[config.mk]
export PLATFORM = sky130hd
export DESIGN_NAME = pred_wb_stage
export DESIGN_NICKNAME = d
export VERILOG_FILES = /design/src/rtl/pwb_pkg.sv /design/src/rtl/pwb_regfile.sv /design/src/rtl/pwb_decide.sv /design/src/rtl/pwb_annul_ctr.sv /design/src/rtl/pred_wb_stage.sv
export SDC_FILE = /design/constraint.sdc
export NUM_CORES = 1
export LEC_CHECK = 0
export ABC_AREA = 1
export BUFFER_PORTS_ARGS = -buffer_cell sky130_fd_sc_hd__buf_2
export CAP_MARGIN = 20
export CORE_ASPECT_RATIO = 2
export CORE_MARGIN = 5
export CORE_UTILIZATION = 45
export CTS_CLUSTER_DIAMETER = 80
export DETAILED_ROUTE_END_ITERATION = 8
export GPL_TIMING_DRIVEN = 0
export HOLD_SLACK_MARGIN = 0.12
export PLACE_DENSITY = 0.72
export SYNTH_ARGS = -nofsm -noshare
export SYNTH_HDL_FRONTEND = slang
export SYNTH_SLANG_ARGS = --single-unit
export TNS_END_PERCENT = 100
[constraint.sdc]
create_clock -name clk -period 3.5 [get_ports clk]
set_clock_uncertainty 0.2 [all_clocks]
set_input_delay 0 -clock clk [delete_from_list [all_inputs] [get_ports clk]]
set_output_delay 0 -clock clk [all_outputs]
set_load 0.005 [all_outputs]
[src/rtl/pwb_pkg.sv]
package pwb_pkg;

  typedef enum logic {
    EXC_RESUMABLE   = 1'b0,
    EXC_TERMINATING = 1'b1
  } exc_class_e;

  // Predicate: unpredicated instructions are always enabled.
  function automatic logic f_pred_ok(input logic use_pred, input logic pred_nz);
    return !use_pred || pred_nz;
  endfunction

  // Guard from the operation flags; move-if-zero wins, then move-if-nonzero, then guarded load.
  function automatic logic f_guard_ok(input logic cmovz, input logic cmovn,
                                      input logic cload, input logic cond_nz);
    if (cmovz)      return !cond_nz;
    else if (cmovn) return cond_nz;
    else if (cload) return cond_nz;
    else            return 1'b1;
  endfunction

endpackage

[src/rtl/pwb_regfile.sv]
module pwb_regfile #(
  parameter int NREG = 8,
  parameter int DW   = 16,
  localparam int IW  = $clog2(NREG)
) (
  input  logic          clk,
  input  logic          rst_n,
  input  logic          wr_en,
  input  logic [IW-1:0] wr_idx,
  input  logic [DW-1:0] wr_data,
  input  logic [IW-1:0] ra_idx,
  output logic [DW-1:0] ra_data,
  input  logic [IW-1:0] rb_idx,
  output logic [DW-1:0] rb_data,
  input  logic [IW-1:0] rd_idx,
  output logic [DW-1:0] rd_data
);

  logic [DW-1:0] mem [NREG];
  logic          wr_live;

  assign wr_live = wr_en && (wr_idx != '0);

  always_ff @(posedge clk) begin
    if (!rst_n) begin
      for (int i = 0; i < NREG; i++) mem[i] <= '0;
    end else if (wr_live) begin
      mem[wr_idx] <= wr_data;
    end
  end

  // Forwarding read from the pending write.
  function automatic logic [DW-1:0] f_fwd(input logic [IW-1:0] idx, input logic [DW-1:0] stored,
                                          input logic live, input logic [IW-1:0] widx,
                                          input logic [DW-1:0] wdata);
    if (idx == '0)                 return '0;
    else if (live && widx == idx)  return wdata;
    else                           return stored;
  endfunction

  assign ra_data = f_fwd(ra_idx, mem[ra_idx], wr_live, wr_idx, wr_data);
  assign rb_data = f_fwd(rb_idx, mem[rb_idx], wr_live, wr_idx, wr_data);
  assign rd_data = (rd_idx == '0) ? '0 : mem[rd_idx];

  p_zero_reads_r9: assert property (@(posedge clk) disable iff (!rst_n)
    (rd_idx == '0) |-> (rd_data == '0));

  p_write_lands_r1: assert property (@(posedge clk) disable iff (!rst_n)
    wr_live |=> (mem[$past(wr_idx)] == $past(wr_data)));

endmodule

[src/rtl/pwb_decide.sv]
module pwb_decide (
  input  logic valid,
  input  logic pred_use,
  input  logic pred_nz,
  input  logic cond_nz,
  input  logic cmovz,
  input  logic cmovn,
  input  logic cload,
  input  logic exc_req,
  output logic commit,
  output logic raise,
  output logic annul
);
  import pwb_pkg::*;

  logic enable;

  assign enable = f_pred_ok(pred_use, pred_nz) && f_guard_ok(cmovz, cmovn, cload, cond_nz);
  assign commit = valid && enable && !exc_req;
  assign raise  = valid && enable && exc_req;
  assign annul  = valid && !enable;

endmodule

[src/rtl/pwb_annul_ctr.sv]
module pwb_annul_ctr #(
  parameter int CNT_W = 8
) (
  input  logic             clk,
  input  logic             rst_n,
  input  logic             inc,
  output logic [CNT_W-1:0] cnt
);

  always_ff @(posedge clk) begin
    if (!rst_n)   cnt <= '0;
    else if (inc) cnt <= cnt + {{(CNT_W-1){1'b0}}, 1'b1};
  end

  p_cnt_step_r8: assert property (@(posedge clk) disable iff (!rst_n)
    inc |=> (cnt == $past(cnt) + {{(CNT_W-1){1'b0}}, 1'b1}));

  p_cnt_hold_r8: assert property (@(posedge clk) disable iff (!rst_n)
    !inc |=> $stable(cnt));

endmodule

[src/rtl/pred_wb_stage.sv]
module pred_wb_stage #(
  parameter int NREG  = 8,
  parameter int DW    = 16,
  parameter int CNT_W = 8,
  localparam int IW   = $clog2(NREG)
) (
  input  logic             clk,
  input  logic             rst_n,
  input  logic             in_valid,
  input  logic [IW-1:0]    in_dst,
  input  logic [DW-1:0]    in_data,
  input  logic             in_pred_use,
  input  logic [IW-1:0]    in_pred,
  input  logic [IW-1:0]    in_cond,
  input  logic             in_cmovz,
  input  logic             in_cmovn,
  input  logic             in_cload,
  input  logic             in_exc,
  input  logic             in_exc_cls,
  input  logic [IW-1:0]    rd_idx,
  output logic [DW-1:0]    rd_data,
  output logic             exc_valid,
  output logic             exc_cls,
  output logic [IW-1:0]    exc_dst,
  output logic [CNT_W-1:0] annul_cnt
);
  import pwb_pkg::*;

  // Pending write entry between the decision and the register file.
  logic          pend_we;
  logic [IW-1:0] pend_idx;
  logic [DW-1:0] pend_data;

  logic [DW-1:0] pred_val, cond_val;
  logic          commit_evt, raise_evt, annul_evt;

  pwb_regfile #(.NREG(NREG), .DW(DW)) u_rf (
    .clk     (clk),
    .rst_n   (rst_n),
    .wr_en   (pend_we),
    .wr_idx  (pend_idx),
    .wr_data (pend_data),
    .ra_idx  (in_pred),
    .ra_data (pred_val),
    .rb_idx  (in_cond),
    .rb_data (cond_val),
    .rd_idx  (rd_idx),
    .rd_data (rd_data)
  );

  pwb_decide u_dec (
    .valid    (in_valid),
    .pred_use (in_pred_use),
    .pred_nz  (|pred_val),
    .cond_nz  (|cond_val),
    .cmovz    (in_cmovz),
    .cmovn    (in_cmovn),
    .cload    (in_cload),
    .exc_req  (in_exc),
    .commit   (commit_evt),
    .raise    (raise_evt),
    .annul    (annul_evt)
  );

  pwb_annul_ctr #(.CNT_W(CNT_W)) u_ctr (
    .clk   (clk),
    .rst_n (rst_n),
    .inc   (annul_evt),
    .cnt   (annul_cnt)
  );

  always_ff @(posedge clk) begin
    if (!rst_n) begin
      pend_we   <= 1'b0;
      pend_idx  <= '0;
      pend_data <= '0;
      exc_valid <= 1'b0;
      exc_cls   <= EXC_RESUMABLE;
      exc_dst   <= '0;
    end else begin
      pend_we   <= commit_evt;
      pend_idx  <= in_dst;
      pend_data <= in_data;
      exc_valid <= raise_evt;
      exc_cls   <= in_exc_cls;
      exc_dst   <= in_dst;
    end
  end

  p_annul_silent_r6: assert property (@(posedge clk) disable iff (!rst_n)
    annul_evt |=> !exc_valid);

  p_annul_nowrite_r2: assert property (@(posedge clk) disable iff (!rst_n)
    annul_evt |=> !pend_we);

  p_exc_fields_r7: assert property (@(posedge clk) disable iff (!rst_n)
    raise_evt |=> (exc_valid && exc_dst == $past(in_dst) && exc_cls == $past(in_exc_cls) && !pend_we));

  p_exc_origin_r7: assert property (@(posedge clk) disable iff (!rst_n)
    !raise_evt |=> !exc_valid);

endmodule

==> metrics.txt, run 1 <==
outcome=finished, final reports clean; CP Data Required Time=3.59 ns; postcts setup bufs=0; WS Path Type=flip-flop to flip-flop; critical path arrival=3.43 ns; Critical Path Start=u_rf.mem[5][11]$_SDFFCE_PN0P_; worst min path class=input port to flip-flop; Core Area=17300 sq um; CP endpoint=u_ctr.cnt[7]$_SDFFE_PN0P_; initial core utilization=45.7%; slack of the worst reg-to-reg path=0.16 ns; fin crit period=3.34 ns; max cap viols=0; PwrDens=475 nW/um^2; via count=7276; Diodes inserted=0; Top-Level Pins=66; initial antenna violation count=0; synth unique cells=35; setup_tns=0 ns; Worst R2R Path Depth=14; count of final setup violators=0; Synth area leader=edfxtp_1; total power=0.00459 W; Post-DP HPWL=20.2 mm; max-slew violation count=0; final std cell area, no fill=9660 sq um; Avg Cell Area, Syn=8.42 sq um; measured slew at the worst slew-check pin=0.884 ns; Final Cycle Share=95.3%; Die Y=197 um; ys flop type=edfxtp_1; TritonCTS clock tree=built; gr ovfl total=0; register bit total from synthesis=158; Final Hold Viols=0; maximum clock path buffer count=2; worst r2r dst=u_ctr.cnt[7]$_SDFFE_PN0P_; Die X=104 um; largest net degree at the start of global routing=26; Sink Count=158; placed insts=1219; Synth Cell Area=7890 sq um; Area after DPL=8490 sq um; critical path capture point type=flip-flop; worst rel slew slack=41.1%; vias in the first global route=7547; Initial DRC Count=640; unrepaired setup endpoints after global routing=false; clk_lat worst skew=0.43 ns; Mapped Cells=936; sequential element share of the synthesized area=56.4%; VDD IR max=0.382 mV; final net count=1121; Reg clk slew, reported paths=0.06 ns; final wirelength=27.6 mm; final non-filler cell total=1305; LEAKAGE=4.04 nW; Port-buffer cells=58; num rows=68; synth-to-layout area growth=22.5%; global placement routability congestion=0.984; via/cell ratio=5.58; largest cells by area after synthesis=edfxtp_1, nor2_1, dfxtp_1; share of layout cells above drive strength 1=11.3%; clock root buffer=clkbuf_16; number of flops mapped to enable cells by yosys=128; most frequent cell after synthesis=nor2_1; first-pass iteration count of the detailed router=6; fmax=0.300 GHz; GRT Util Overall=27.1%; H-tree depth=4; Post-synth ARST share=0%; CTS Buf Count=17; Routed Antenna Nets=0; most frequent cells after synthesis=nor2_1, nand2_1, edfxtp_1; die area=20400 sq um; origin of the critical flop-to-flop path=u_rf.mem[5][11]$_SDFFCE_PN0P_; global-route wire length before repair=41.5 mm; DRC Markers=0; DR WL/cell=21.2 um; nature of the critical path startpoint=flip-flop; top cell type's share of synthesized area=48.7%; YS warnings=0; CP max FO=9
[registers in the layout, indices dropped and copies added, names as in the netlist]
signal,flops
u_ctr.cnt,8
pend_idx,3
pend_we,1
exc_valid,1
u_rf.mem,128
exc_cls,1
pend_data,16
[placed cells by master (no fill, tap or decap), drive strengths merged]
cell,instances
a21oi,47
a31oi,17
buf,68
bufinv,3
clkbuf,52
clkinv,4
clkinvlp,4
conb,16
dfxtp,30
dlygate4sd3,55
edfxtp,128
ha,1
inv,98
nand2,137
nand3,67
nand3b,1
nand4,17
nor2,242
nor3,8
nor3b,1
nor4,1
o211ai,2
o21ai,81
o22ai,6
or2,1
xnor2,3
xor2,5
[how the worst min path moves through the flow]
stage,end,depth (start not counted),startpoint,slack (ns)
floorplan,pend_we$_SDFF_PN0_,1,in_exc,-0.13
global placement,pend_we$_SDFF_PN0_,2,in_exc,-0.02
detailed placement,pend_we$_SDFF_PN0_,2,in_exc,-0.02
CTS,exc_valid$_SDFF_PN0_,4,in_exc,0.14
global route,exc_valid$_SDFF_PN0_,4,in_exc,0.23
finish,exc_valid$_SDFF_PN0_,4,in_exc,0.21
[logic make-up after synthesis]
| family | after synthesis | synth area share [%] |
|---|---|---|
| and+or+nand+nor | 475 | 25.2 |
| DFF | 158 | 56.4 |
| AOI/OAI and AO/OA | 153 | 10.2 |
| buffers and inverters | 140 | 7.19 |
| xor gates and xnor gates | 8 | 0.889 |
| adders and majority gates | 1 | 0.159 |
| other | 1 | 0.0476 |
[worst max-delay path, stage by stage (launching register included)]
cell	delay, ns
edfxtp_1	0.38
nor2_1	0.12
nand3_1	0.23
nand2_1	0.14
nor3b_1	0.41
nand2_1	0.13
nand3_1	0.09
nand3_1	0.08
nand2_1	0.11
nand2_1	0.10
nand3_4	0.09
dlygate4sd3_1	0.83
nand2_4	0.14
nand2_1	0.09
a21oi_1	0.06
[power breakdown]
group	internal, W	switching (W)
logic	0.000176	0.000355
registers	0.00210	0.0000415
clock network	0.00114	0.000774
total	0.00342	0.00117
[metrics by stage]
step,hold WS (ns),setup slack (ns),util (%)
finish,0.212,0.165,55.9
global route,0.225,0.0543,55.9
CTS,0.139,0.0818,55.8
detailed placement,-0.0176,0.174,49.2
global placement,-0.0199,0.235,49.2
floorplan,-0.128,1.21,-
[metal layers]
layer	GRT usage [%]	share of wire [%]
met4	23.7	9.9
met2	50.4	53
met5	0	0
met1	24.9	32
met3	4.12	4.8
[what timing repair did]
item	in CTS	in global routing
setup endpoints to repair	0	119
gates resized for setup	0	4
endpoints found under the hold margin	30	0
hold buffers	55	0
[cell type report]
class,instances,area (sq um)
Fill cell,1567,7610
Sequential cell,158,4440
Multi-Input combinational cell,653,2940
Timing Repair Buffer,113,841
Clock buffer,18,439
Inverter,96,369
Tap cell,210,263
Buffer,44,201
Clock inverter,13,161
Note: power is estimated with default switching activity, not from simulation.
==> run 2: changes to the inputs <==
CORE_UTILIZATION = 65   (was 45)
PLACE_DENSITY = not set   (was 0.72)
PLACE_DENSITY_LB_ADDON = 0.08   (was not set)
==> run 2 against run 1 <==
  * Combinational power up 2%
  * Global-route usage up 14 points
  * Fmax up 1.2%
  * Utilization up 24 points
  * Via count up 7.5%
  * Design area down 0.66%
  * Die area down 29%
  * Worst hold slack worse by 0.039 ns
  * Setup slack better by 0.041 ns
  * Largest cell class unchanged
  * Critical path depth down 4
  * First-iteration DRC count up 65%
==> metrics.txt, run 2 (synthesized netlist as in run 1, its figures left out) <==
final std cell area, no fill=9600 sq um; GRT Util Overall=41.2%; most frequent cells in the layout=nor2_1, nand2_1, edfxtp_1; die area=14600 sq um; Diodes inserted=0; Final Hold Viols=0; Top-Level Pins=66; max cap viols=0; final wirelength=29.2 mm; final net count=1124; biggest regs=u_rf.mem: 128 flops, pend_data: 16 flops, u_ctr.cnt: 8 flops; Final Cycle Share=94.1%; Area after DPL=8420 sq um; share of layout cells above drive strength 1=11.3%; Fill cells=787; critical path arrival=3.46 ns; clk_lat worst skew=0.44 ns; routing usage on met1=41.5%; initial antenna violation count=0; first-pass iteration count of the detailed router=6; synth-to-layout area growth=21.7%; worst min path class=input port to flip-flop; dpl ws=0.198 ns; worst rel slew slack=41.9%; CP max FO=8; Initial DRC Count=1057; gr busiest metal=met2; CTS Buf Count=17; crit path cell chain=inv_1 > nand4_1 > nor4_1 > a21oi_1 > nand2_1 > nand2_2 > nand3_4 > dlygate4sd3_1 > nand3_1 > a21oi_1; gr ovfl total=0; PwrDens=476 nW/um^2; Die X=87.9 um; Most common cell on crit path=a21oi_1; max-slew violation count=0; critical path capture point type=flip-flop; met3 usage=9.98%; via/cell ratio=6.28; clock root buffer=clkbuf_16; DR WL/cell=23.4 um; Critical Path Slowest Stage Cell=dlygate4sd3_1; Post-DP HPWL=18.6 mm; commonest non-fill, non-tap cell in the layout=nor2_1; Top reg by flops=u_rf.mem; max FFs per register=128; outcome=finished, final reports clean; unrepaired setup endpoints after global routing=false; global placement routability congestion=1.02; fin crit period=3.29 ns; TritonCTS clock tree=built; largest net degree at the start of global routing=26; CP Data Required Time=3.66 ns; Sink Count=158; Core Area=12100 sq um; maximum clock path buffer count=2; nature of the critical path startpoint=flip-flop; LEAKAGE=4.05 nW; met2 global-route usage=68.7%; Die Y=166 um; initial core utilization=65.4%; postcts setup bufs=0; vias in the first global route=7941; setup ws final=0.205 ns; num rows=57; Routed Antenna Nets=0; fmax=0.304 GHz; WS Path Type=flip-flop to flip-flop; H-tree depth=4; Port-buffer cells=58; count of final setup violators=0; setup_tns=0 ns; measured slew at the worst slew-check pin=0.870 ns; Sequential cell area=4440 sq um; global-route wire length before repair=43.4 mm; DRC Markers=0; Crit path largest cell delay=0.72 ns; Multi-input gate area=2930 sq um; VDD IR max=0.450 mV; via count=7823; Reg clk slew, reported paths=0.08 ns
[run 2: power breakdown]
part	internal, W	switching (W)	total [W]
Sequential	0.00210	0.0000483	0.00215
Combinational	0.000178	0.000365	0.000543
Clock	0.000958	0.000921	0.00188
[run 2: area by class of cell]
type | count | area share [%]
Sequential cell | 158 | 46.3
Inverter | 96 | 3.85
Clock inverter | 15 | 1.76
Tap cell | 147 | 1.92
Buffer | 44 | 2.10
Clock buffer | 17 | 4.43
Timing Repair Buffer | 116 | 9.07
Multi-Input combinational cell | 653 | 30.6
[run 2: per-stage QoR]
stage                     power [W]  instances  hold slack, ns  util, %
after floorplan             0.00244        951          -0.128        -
after global placement      0.00263       1156         -0.0198     69.8
after CTS                   0.00449       1243           0.137     79.3
final                       0.00457       1246           0.174     79.6
after global routing        0.00466       1246           0.216     79.6
after detailed placement    0.00264       1156         -0.0244     69.8
[run 2: layer usage]
| metal | part of all wire (%) | up-vias |
|---|---|---|
| met5 | 0 | - |
| met4 | 11 | 0 |
| met3 | 9.8 | 220 |
| met2 | 50 | 670 |
| met1 | 29 | 3527 |
| li1 | - | 3406 |
[run 2: critical path, delay by kind of cell (launching register included)]
family / cells / cell delay (ns)
flops: 1 / 0.32
compound gates: 2 / 0.36
simple gates: 6 / 1.32
buf+inv: 2 / 1.01
[run 2: final timing paths]
path | start | to | slack, ns | cells after the start
hold reg to reg | u_ctr.cnt[4]$_SDFFE_PN0P_ | u_ctr.cnt[4]$_SDFFE_PN0P_ | 0.29 | 2
setup reg to reg | pend_data[9]$_SDFF_PN0_ | u_ctr.cnt[6]$_SDFFE_PN0P_ | 0.21 | 10
setup / recovery | pend_data[9]$_SDFF_PN0_ | u_ctr.cnt[6]$_SDFFE_PN0P_ | 0.21 | 10
hold / removal | in_exc | exc_valid$_SDFF_PN0_ | 0.17 | 4
[run 2: timing repair]
item / 4_1_cts / 5_1_grt
hold buffers: 55 / 4
gates resized for setup: 0 / 2
hold endpoints to repair: 30 / 8
setup endpoints to repair: 0 / 120
